File: config.mk
export PLATFORM = sky130hd
export DESIGN_NAME = coll_stats_bank
export DESIGN_NICKNAME = d
export VERILOG_FILES = /design/src/rtl/coll_stats_pkg.sv /design/src/rtl/coll_event_route.sv /design/src/rtl/coll_stat_ctr.sv /design/src/rtl/coll_reg_decode.sv /design/src/rtl/coll_stats_bank.sv
export SDC_FILE = /design/constraint.sdc
export NUM_CORES = 1
export LEC_CHECK = 0
export BUFFER_PORTS_ARGS = -buffer_cell sky130_fd_sc_hd__buf_2
export CAP_MARGIN = 20
export CORE_UTILIZATION = 35
export DETAILED_ROUTE_END_ITERATION = 12
export HOLD_SLACK_MARGIN = 0.15
export SLEW_MARGIN = 10
export SYNTH_ARGS = -nofsm -noshare
export SYNTH_HDL_FRONTEND = slang
export SYNTH_SLANG_ARGS = --single-unit
File: constraint.sdc
create_clock -name clk -period 3 [get_ports clk]
set_input_delay 0.3 -clock clk [delete_from_list [all_inputs] [get_ports clk]]
set_output_delay 0.3 -clock clk [all_outputs]
set_load 0.02 [all_outputs]
File: src/rtl/coll_stats_pkg.sv
package coll_stats_pkg;

   localparam int NUM_CTR = 5;

   typedef enum int {
      CTR_SINGLE   = 0,
      CTR_MULTI    = 1,
      CTR_EXCESS   = 2,
      CTR_LATE     = 3,
      CTR_DEFERRED = 4
   } ctr_idx_e;

   // Byte offset of counter idx: base plus a fixed word stride.
   function automatic int ctr_offset(int base, int stride, int idx);
      return base + stride * idx;
   endfunction

endpackage

File: src/rtl/coll_event_route.sv
module coll_event_route
   import coll_stats_pkg::*;
#(
   parameter int N = NUM_CTR
) (
   input  logic         clk,
   input  logic         rst_n,
   input  logic         gig_mode,
   input  logic         ev_single,
   input  logic         ev_multi,
   input  logic         ev_late,
   input  logic         late_prior,
   input  logic         ev_excess,
   input  logic         ev_deferred,
   input  logic         test_inc,
   output logic [N-1:0] inc
);

   if (N != NUM_CTR) begin : g_bad_n
      $error("coll_event_route: N must equal NUM_CTR");
   end

   logic late_as_coll;
   logic late_first;
   logic late_again;

   // Below gigabit a late collision also counts as an ordinary collision.
   assign late_as_coll = ev_late & ~gig_mode;
   assign late_first   = late_as_coll & ~late_prior;
   assign late_again   = late_as_coll &  late_prior;

   always_comb begin
      inc               = '0;
      inc[CTR_SINGLE]   = ev_single   | late_first | test_inc;
      inc[CTR_MULTI]    = ev_multi    | late_again | test_inc;
      inc[CTR_EXCESS]   = ev_excess   | test_inc;
      inc[CTR_LATE]     = ev_late     | test_inc;
      inc[CTR_DEFERRED] = ev_deferred | test_inc;
   end

   AST_GIG_LATE_ONLY: assert property (@(posedge clk) disable iff (!rst_n)
      (gig_mode && ev_late && !ev_single && !ev_multi && !test_inc)
         |-> (!inc[CTR_SINGLE] && !inc[CTR_MULTI] && inc[CTR_LATE]));

   AST_SLOW_LATE_COUNTS_TWICE: assert property (@(posedge clk) disable iff (!rst_n)
      (!gig_mode && ev_late)
         |-> (inc[CTR_LATE] && $countones({inc[CTR_SINGLE], inc[CTR_MULTI]}) >= 1));

endmodule

File: src/rtl/coll_stat_ctr.sv
module coll_stat_ctr #(
   parameter int CNT_W = 10
) (
   input  logic             clk,
   input  logic             rst_n,
   input  logic             inc,
   input  logic             rd_hit,
   input  logic             wr_hit,
   input  logic [CNT_W-1:0] wr_val,
   output logic [CNT_W-1:0] cnt
);

   if (CNT_W < 2) begin : g_bad_w
      $error("coll_stat_ctr: CNT_W must be at least 2");
   end

   localparam logic [CNT_W-1:0] CNT_MAX = '1;
   localparam logic [CNT_W-1:0] CNT_ONE = CNT_W'(1);

   logic at_max;
   assign at_max = (cnt == CNT_MAX);

   // Priority: test write, then clear-on-read (keeping a same-cycle event),
   // then saturating increment.
   always_ff @(posedge clk) begin
      if (!rst_n) begin
         cnt <= '0;
      end else if (wr_hit) begin
         cnt <= wr_val;
      end else if (rd_hit) begin
         cnt <= inc ? CNT_ONE : '0;
      end else if (inc && !at_max) begin
         cnt <= cnt + CNT_ONE;
      end
   end

   AST_RESET_ZERO: assert property (@(posedge clk)
      !rst_n |=> (cnt == '0));

   AST_NO_OVERFLOW: assert property (@(posedge clk) disable iff (!rst_n)
      (at_max && !wr_hit && !rd_hit) |=> (cnt == CNT_MAX));

   AST_READ_CLEARS: assert property (@(posedge clk) disable iff (!rst_n)
      (rd_hit && !wr_hit && !inc) |=> (cnt == '0));

   AST_READ_KEEPS_EVENT: assert property (@(posedge clk) disable iff (!rst_n)
      (rd_hit && !wr_hit && inc) |=> (cnt == CNT_ONE));

   AST_WRITE_LOADS: assert property (@(posedge clk) disable iff (!rst_n)
      wr_hit |=> (cnt == $past(wr_val)));

   AST_IDLE_HOLDS: assert property (@(posedge clk) disable iff (!rst_n)
      (!wr_hit && !rd_hit && !inc) |=> $stable(cnt));

   AST_STEP_BY_ONE: assert property (@(posedge clk) disable iff (!rst_n)
      (!wr_hit && !rd_hit && inc && !at_max) |=> (cnt == $past(cnt) + CNT_ONE));

endmodule

File: src/rtl/coll_reg_decode.sv
module coll_reg_decode
   import coll_stats_pkg::*;
#(
   parameter int N         = NUM_CTR,
   parameter int CNT_W     = 10,
   parameter int REG_W     = 32,
   parameter int ADDR_W    = 12,
   parameter int BASE_OFFS = 'h138,
   parameter int STRIDE    = 4
) (
   input  logic                      clk,
   input  logic                      rst_n,
   input  logic [ADDR_W-1:0]         reg_addr,
   input  logic                      reg_rd,
   input  logic                      reg_wr,
   input  logic [REG_W-1:0]          reg_wdata,
   input  logic                      test_wr_en,
   input  logic [N-1:0][CNT_W-1:0]   cnt_vals,
   output logic [N-1:0]              rd_hit,
   output logic [N-1:0]              wr_hit,
   output logic [CNT_W-1:0]          wr_val,
   output logic [REG_W-1:0]          reg_rdata
);

   localparam int LAST_OFFS = BASE_OFFS + STRIDE * (N - 1);

   if (CNT_W > REG_W) begin : g_bad_width
      $error("coll_reg_decode: CNT_W exceeds REG_W");
   end
   if (LAST_OFFS >= (1 << ADDR_W)) begin : g_bad_map
      $error("coll_reg_decode: register map does not fit ADDR_W");
   end
   if (STRIDE < 1) begin : g_bad_stride
      $error("coll_reg_decode: STRIDE must be positive");
   end

   logic [N-1:0]     hit;
   logic [CNT_W-1:0] sel_val;

   for (genvar i = 0; i < N; i++) begin : g_match
      localparam logic [ADDR_W-1:0] OFFS = ADDR_W'(ctr_offset(BASE_OFFS, STRIDE, i));
      assign hit[i]    = (reg_addr == OFFS);
      assign rd_hit[i] = hit[i] & reg_rd;
      assign wr_hit[i] = hit[i] & reg_wr & test_wr_en;
   end

   assign wr_val = reg_wdata[CNT_W-1:0];

   always_comb begin
      sel_val = '0;
      for (int i = 0; i < N; i++) begin
         if (rd_hit[i]) sel_val = cnt_vals[i];
      end
   end

   if (CNT_W < REG_W) begin : g_pad
      logic unused_wdata_hi;
      assign unused_wdata_hi = ^reg_wdata[REG_W-1:CNT_W];
      assign reg_rdata = {{(REG_W-CNT_W){1'b0}}, sel_val};
   end else begin : g_full
      assign reg_rdata = sel_val;
   end

   AST_HIT_ONEHOT: assert property (@(posedge clk) disable iff (!rst_n)
      $onehot0(hit));

   AST_IDLE_RDATA_ZERO: assert property (@(posedge clk) disable iff (!rst_n)
      (rd_hit == '0) |-> (reg_rdata == '0));

   AST_UPPER_ZERO: assert property (@(posedge clk) disable iff (!rst_n)
      (reg_rdata >> CNT_W) == '0);

   AST_WRITE_GATED: assert property (@(posedge clk) disable iff (!rst_n)
      !test_wr_en |-> (wr_hit == '0));

endmodule

File: src/rtl/coll_stats_bank.sv
module coll_stats_bank
   import coll_stats_pkg::*;
#(
   parameter int CNT_W     = 10,
   parameter int REG_W     = 32,
   parameter int ADDR_W    = 12,
   parameter int BASE_OFFS = 'h138,
   parameter int STRIDE    = 4
) (
   input  logic              clk,
   input  logic              rst_n,
   input  logic              gig_mode,
   input  logic              ev_single,
   input  logic              ev_multi,
   input  logic              ev_late,
   input  logic              late_prior,
   input  logic              ev_excess,
   input  logic              ev_deferred,
   input  logic              test_wr_en,
   input  logic              test_inc,
   input  logic [ADDR_W-1:0] reg_addr,
   input  logic              reg_rd,
   input  logic              reg_wr,
   input  logic [REG_W-1:0]  reg_wdata,
   output logic [REG_W-1:0]  reg_rdata
);

   localparam int N = NUM_CTR;

   logic [N-1:0]            inc;
   logic [N-1:0]            rd_hit;
   logic [N-1:0]            wr_hit;
   logic [CNT_W-1:0]        wr_val;
   logic [N-1:0][CNT_W-1:0] cnt_vals;

   coll_event_route #(.N(N)) u_route (
      .clk         (clk),
      .rst_n       (rst_n),
      .gig_mode    (gig_mode),
      .ev_single   (ev_single),
      .ev_multi    (ev_multi),
      .ev_late     (ev_late),
      .late_prior  (late_prior),
      .ev_excess   (ev_excess),
      .ev_deferred (ev_deferred),
      .test_inc    (test_inc),
      .inc         (inc)
   );

   coll_reg_decode #(
      .N         (N),
      .CNT_W     (CNT_W),
      .REG_W     (REG_W),
      .ADDR_W    (ADDR_W),
      .BASE_OFFS (BASE_OFFS),
      .STRIDE    (STRIDE)
   ) u_decode (
      .clk        (clk),
      .rst_n      (rst_n),
      .reg_addr   (reg_addr),
      .reg_rd     (reg_rd),
      .reg_wr     (reg_wr),
      .reg_wdata  (reg_wdata),
      .test_wr_en (test_wr_en),
      .cnt_vals   (cnt_vals),
      .rd_hit     (rd_hit),
      .wr_hit     (wr_hit),
      .wr_val     (wr_val),
      .reg_rdata  (reg_rdata)
   );

   for (genvar i = 0; i < N; i++) begin : g_ctr
      coll_stat_ctr #(.CNT_W(CNT_W)) u_ctr (
         .clk    (clk),
         .rst_n  (rst_n),
         .inc    (inc[i]),
         .rd_hit (rd_hit[i]),
         .wr_hit (wr_hit[i]),
         .wr_val (wr_val),
         .cnt    (cnt_vals[i])
      );
   end

   AST_TEST_INC_ALL: assert property (@(posedge clk) disable iff (!rst_n)
      test_inc |-> (inc == '1));

endmodule

==> flow_summary.ini, run 1 <==
[synth]
synthTopCellsByCount = a21oi_1, nor2_1, dfxtp_1, o21ai_0, nand2_1
synth_seq_cells = 50
ys_types = 75
synth_compound_area_share_pct = 33.84
synth_flop_cell = dfxtp_1
syn_inst = 539
muxShareOfSynthArea_pct = 0.5017
synth-simple-area-share_pct = 26.62
ys_seq_area_share_pct = 25.09
synth_top_area_cell = dfxtp_1
synth_top_family_by_area = compound AO/OA/AOI/OAI gates
synthAdderAreaFrac_pct = 1.568
synth_edf_count = 0
synth.most_common_cell = a21oi_1
synth.avg_cell_area_um2 = 7.403
synth_area_leaders = dfxtp_1, a21oi_1, o21ai_0
synth_xor_area_share_pct = 3.073
post-synth-top-area-fraction_pct = 25.09
ys_async_sr_fraction_pct = 0
syn_area_um2 = 3990
yosysWarnings = 0

[hold_path]
hold_path.class = input port to flop
hold_depth = 3
worst_hold_path.endpoint = g_ctr[3].u_ctr.cnt[7]
holdCritStartpoint = reg_wdata[7]

[power]
clockPowerShare_pct = 37.2
p_leak_nw = 1.654
seqPwrFrac_pct = 46.9
pwr-share-comb_pct = 15.9
intPower_mw = 1.119
vdd.ir_drop.worst_mv = 0.2162
p_per_area_nw_per_um2 = 357.7
switching_share_pct = 29.87
switchingPower_mw = 0.4766

[timing]
period_share_pct = 92.35
fin_crit_ns = 2.771
rsz0062_at_grt = no
finalMaxSlewViolations = 0
skew_ns = 0.004890
max_freq_mhz = 360.9
worst_pin_slew_ns = 0.7068
hold_viol_final = 0
finalSetupViolations = 0
setup_tns_ns = 0
slew_headroom_pct = 52.26
whs_ns = 0.3305

[critical_path]
crit_family = simple AND/OR/NAND/NOR gates
r2r-end = g_ctr[2].u_ctr.cnt[6]
reg2regPathDepth = 6
max_stage_delay_ns = 0.78
arrival_ns = 2.47
path_cells = buf_2 > or4_4 > or4_1 > a311oi_1 > a21o_1 > buf_2
end_kind = primary output
crit_fanout = 14
r2r_start = g_ctr[2].u_ctr.cnt[0]
critPathSlowestCell = or4_1
path_buf_inv = 2
cpMostUsedCell = buf_2
required_ns = 2.70
cp-start-kind = input port
critPathKind = input port to primary output
rrSetupSlack_ns = 0.75

[layout]
fin_nets = 642
largest_registers = g_ctr.u_ctr.cnt (50)
regMostFlops = g_ctr.u_ctr.cnt
layout-drive-gt1-share_pct = 16.52
diodes = 0
syn2layout_area_growth_pct = 11.82
fin_util_pct = 40.62
final_cells = 721
nFillCells = 1152
largest_register_ffs = 50

[grt]
grt_pass1_vias = 3965
grt_pass1_wl_um = 21150
antenna_found_initial = 0
grt_max_degree = 23
track_usage_pct = 23.30
gr-total-overflow = 0

[clock_tree]
root_buffer = clkbuf_16
h-tree-depth = 2
cts_buffer_depth = 2
clk_latency_ns = 0.30
numCtsBuffers = 5
post_cts_resized = 0
cts_setup_buffers = 0
cts_hold_buf = 0
clkTransAtPathRegs_ns = 0.07
cts.sinks = 50
cts_tree = yes

[floorplanning]
placementRows = 38
ios = 89
start_util_pct = 36.33
dieArea_um2 = 11830
die_w_um = 108.8
fp.dieH_um = 108.8
core_um2 = 10980

[detailed_routing]
drc_errors = 0
wl_per_cell_um = 18.43
vias = 4387
drt_iter0_markers = 335
detail-route-antenna-nets = 0
wirelength_um = 13290
vias_per_cell = 6.085
first_pass_iters = 5

[place]
gp_congestion = 0.9306
dp_hpwl_um = 9853
portBuffers = 44
dp_cells = 713

[job]
maxCapViolations = 0

[outcome]
outcome = finished, final reports clean
-- cell type report --
type                       instances  area (um2)  area share [%]
multi-input combinational        444        2700           60.52
timing repair buffer              67       392.9           8.805
clock buffer                       7       142.6           3.197
inverter                          12       45.04           1.010
clock inverter                     1       5.005          0.1122
sequential                        50        1001           22.43
tap                              140       175.2           3.926
-- how the worst max path moves through the flow --
stage | startpoint | end | slack [ns] | cells past startpoint
after detailed placement | reg_addr[1] | reg_rdata[0] | 0.22 | 6
after CTS | reg_addr[1] | reg_rdata[0] | 0.22 | 6
after global routing | reg_addr[1] | reg_rdata[4] | 0.14 | 6
after global placement | reg_addr[1] | reg_rdata[0] | 0.25 | 6
after floorplan | reg_addr[1] | reg_rdata[4] | 0.54 | 7
final | reg_addr[1] | reg_rdata[4] | 0.23 | 6
-- routing by layer --
layer	wire length (um)	vias up	part of all wire (%)	global-route usage [%]
li1	-	2085	-	-
met1	5964	2069	45	32.26
met2	6020	215	45	37.25
met3	1098	18	8.3	4.363
met4	203	0	1.5	5.212
met5	0	-	0	0
-- through the flow --
stage	cell area (um2)	setup slack, ns	power, mW
after floorplan	4069	0.5425	0.9308
after global placement	4314	0.2504	1.005
after detailed placement	4314	0.2176	1.010
after CTS	4462	0.2165	1.607
after global routing	4462	0.1382	1.659
final	4462	0.2294	1.596
-- cells in the final DEF (no fill, tap or decap), types with 4 or more instances in the layout --
| master | count |
|---|---|
| clkbuf_16 | 5 |
| and3_1 | 5 |
| inv_1 | 11 |
| a21o_1 | 13 |
| a22oi_1 | 12 |
| o21ai_0 | 47 |
| or3_1 | 4 |
| buf_2 | 44 |
| dfxtp_1 | 50 |
| o221a_2 | 4 |
| and4_1 | 4 |
| a21oi_1 | 60 |
| xnor2_1 | 10 |
| o22ai_1 | 8 |
| nor2_1 | 51 |
| nor3b_1 | 4 |
| buf_4 | 23 |
| conb_1 | 22 |
| nand3_1 | 21 |
| nand2_1 | 32 |
| ha_1 | 5 |
| a31oi_1 | 22 |
| nor4_2 | 6 |
| nand4_1 | 8 |
| nor3_1 | 15 |
| and2_1 | 7 |
| xor2_1 | 4 |
-- cell families (layout without fill, tap and decap cells) --
| group | count (synthesis) | after routing |
|---|---|---|
| DFF | 50 | 50 |
| AOI/OAI and AO/OA | 213 | 213 |
| muxes | 2 | 2 |
| xor gates and xnor gates | 14 | 14 |
| adders and majority gates | 5 | 5 |
| other | 1 | 22 |
| buffers and inverters | 66 | 87 |
| and+or+nand+nor | 188 | 188 |
-- worst reg2reg max path: stages (launching register included) --
cell and delay [ns]:
dfxtp_1 0.37, ha_1 0.26, and4_1 0.27, a41oi_1 0.63, or2_2 0.37, a21oi_1 0.10
nor3b_1 0.18
-- power groups by stage --
stage	clock, mW	sequential, mW	combinational, mW
after CTS	0.611	0.747	0.250
after detailed placement	0	0.762	0.248
after global placement	0	0.761	0.243
after floorplan	0	0.743	0.188
final	0.594	0.748	0.253
after global routing	0.626	0.754	0.279
No activity file was read; power rests on OpenSTA's default activity.
==> inputs of run 2 (changes only) <==
CTS_CLUSTER_SIZE = 12   (was not set)
clock period = 2.6 ns   (was 3 ns; I/O delays follow)
==> run 2 against run 1 <==
Effect of this change:
- register-to-register slack got worse by 0.25 ns
- non-clock buffer count up 7
- combinational power up 17%
- clock power up 15%
- sequential share of layout area decreased by 0.31 points
- hold slack worse by 0.052 ns
- count of clock-buffer cells in the layout did not move
- setup slack lost 0.14 ns
- wire length up 1.2%
- total power rose by 16%
- sequential cell count unchanged
- clock skew grew 0.0023 ns
- critical path type unchanged
- critical endpoint is now reg_rdata[0]
==> flow_summary.ini, run 2 (same netlist as run 1, synthesis figures left out) <==
[detailed_routing]
vias_per_cell = 6.087
first_pass_iters = 5
wirelength_um = 13440
drc_errors = 0
vias = 4431
detail-route-antenna-nets = 0
wl_per_cell_um = 18.47
drt_iter0_markers = 329

[timing]
fin_crit_ns = 2.513
max_freq_mhz = 398.0
worst_pin_slew_ns = 0.7757
slew_headroom_pct = 47.74
finalMaxSlewViolations = 0
skew_ns = 0.007222
setup_tns_ns = 0
whs_ns = 0.2783
period_share_pct = 96.64
finalSetupViolations = 0
rsz0062_at_grt = no
hold_viol_final = 0
setup_ws_ns = 0.08740

[power]
p_per_area_nw_per_um2 = 407.4
pwr-share-comb_pct = 16.0
intPower_mw = 1.293
switchingPower_mw = 0.5507
p_leak_nw = 1.690
switching_share_pct = 29.88
clockPowerShare_pct = 37.1
seqPwrFrac_pct = 46.9
vdd.ir_drop.worst_mv = 0.2398

[critical_path]
arrival_ns = 2.25
end_kind = primary output
crit_fanout = 14
critPathKind = input port to primary output
cp-start-kind = input port
required_ns = 2.34

[outcome]
outcome = finished, final reports clean

[layout]
final_cells = 728
fin_nets = 649
layout_commonest_cell = a21oi_1
largest_register_ffs = 50
mostFrequentLayoutCells = a21oi_1, nor2_1, dfxtp_1, o21ai_0, buf_2
diodes = 0
syn2layout_area_growth_pct = 13.39
largest_registers = g_ctr.u_ctr.cnt (50)
regMostFlops = g_ctr.u_ctr.cnt
layout-drive-gt1-share_pct = 17.69

[place]
dp_hpwl_um = 10040
pre_cts_slack_ns = 0.07680
portBuffers = 44
gp_congestion = 0.9606
dp_cells = 720

[clock_tree]
cts_tree = yes
clkTransAtPathRegs_ns = 0.07
cts.sinks = 50
numCtsBuffers = 5
clk_latency_ns = 0.30
h-tree-depth = 2
cts_hold_buf = 0
cts_setup_buffers = 0
cts_buffer_depth = 2
root_buffer = clkbuf_16

[floorplanning]
core_um2 = 10980
die_w_um = 108.8
placementRows = 38
start_util_pct = 36.33
dieArea_um2 = 11830
ios = 89
fp.dieH_um = 108.8

[job]
maxCapViolations = 0

[grt]
grt_pass1_wl_um = 20930
track_usage_pct = 23.25
gr-total-overflow = 0
grt_max_degree = 25
grt_pass1_vias = 3850
antenna_found_initial = 0

[hold_path]
hold_path.class = input port to flop
run 2: timing repair:
| item | 4_1_cts | 5_1_grt |
|---|---|---|
| endpoints found under the setup margin | 0 | 6 |
| hold endpoints to repair | 0 | 0 |
| resized for setup | 0 | 2 |
run 2: worst paths after layout:
check	depth (start not counted)	start	endpoint	slack, ns
setup / recovery	7	reg_addr[1]	reg_rdata[0]	0.09
hold / removal	3	reg_wdata[7]	g_ctr[3].u_ctr.cnt[7]	0.28
setup reg to reg	6	g_ctr[4].u_ctr.cnt[0]	g_ctr[4].u_ctr.cnt[2]	0.50
hold reg to reg	2	g_ctr[2].u_ctr.cnt[2]	g_ctr[2].u_ctr.cnt[2]	0.54
run 2: area by class of cell:
type                    count  area (um2)
fillers                  1139        6459
clock inverters             1       5.005
multi-input cells         444        2710
clock buffers               7       142.6
repair buffers             74       445.4
well taps                 140       175.2
flip-flops and latches     50        1001
inverters                  12       45.04
run 2: metrics by stage:
step,power (mW),cell area (um2),util (%)
2_1_floorplan,1.074,4069,-
3_3_place_gp,1.162,4367,39.76
3_5_place_dp,1.169,4367,39.76
4_1_cts,1.850,4514,41.10
5_1_grt,1.916,4524,41.19
6_report,1.843,4524,41.19
run 2: worst max-delay path, stage by stage:
cell      delay, ns
buf_2          0.10
or4_4          0.59
or4_1          0.53
buf_4          0.20
a311oi_1       0.29
a21o_1         0.12
buf_2          0.15
run 2: metal layers:
metal  share of wire, %  global-route usage (%)
met5                  0                       0
met4                1.1                   5.598
met3                7.3                   3.288
met2                 47                   37.70
met1                 45                   32.29
run 2: power groups by stage:
stage          registers, mW  logic (mW)  clock network (mW)
2_1_floorplan          0.857       0.217                   0
3_3_place_gp           0.879       0.283                   0
3_5_place_dp           0.880       0.289                   0
4_1_cts                0.862       0.290               0.698
5_1_grt                0.869       0.325               0.722
6_report               0.864       0.295               0.684
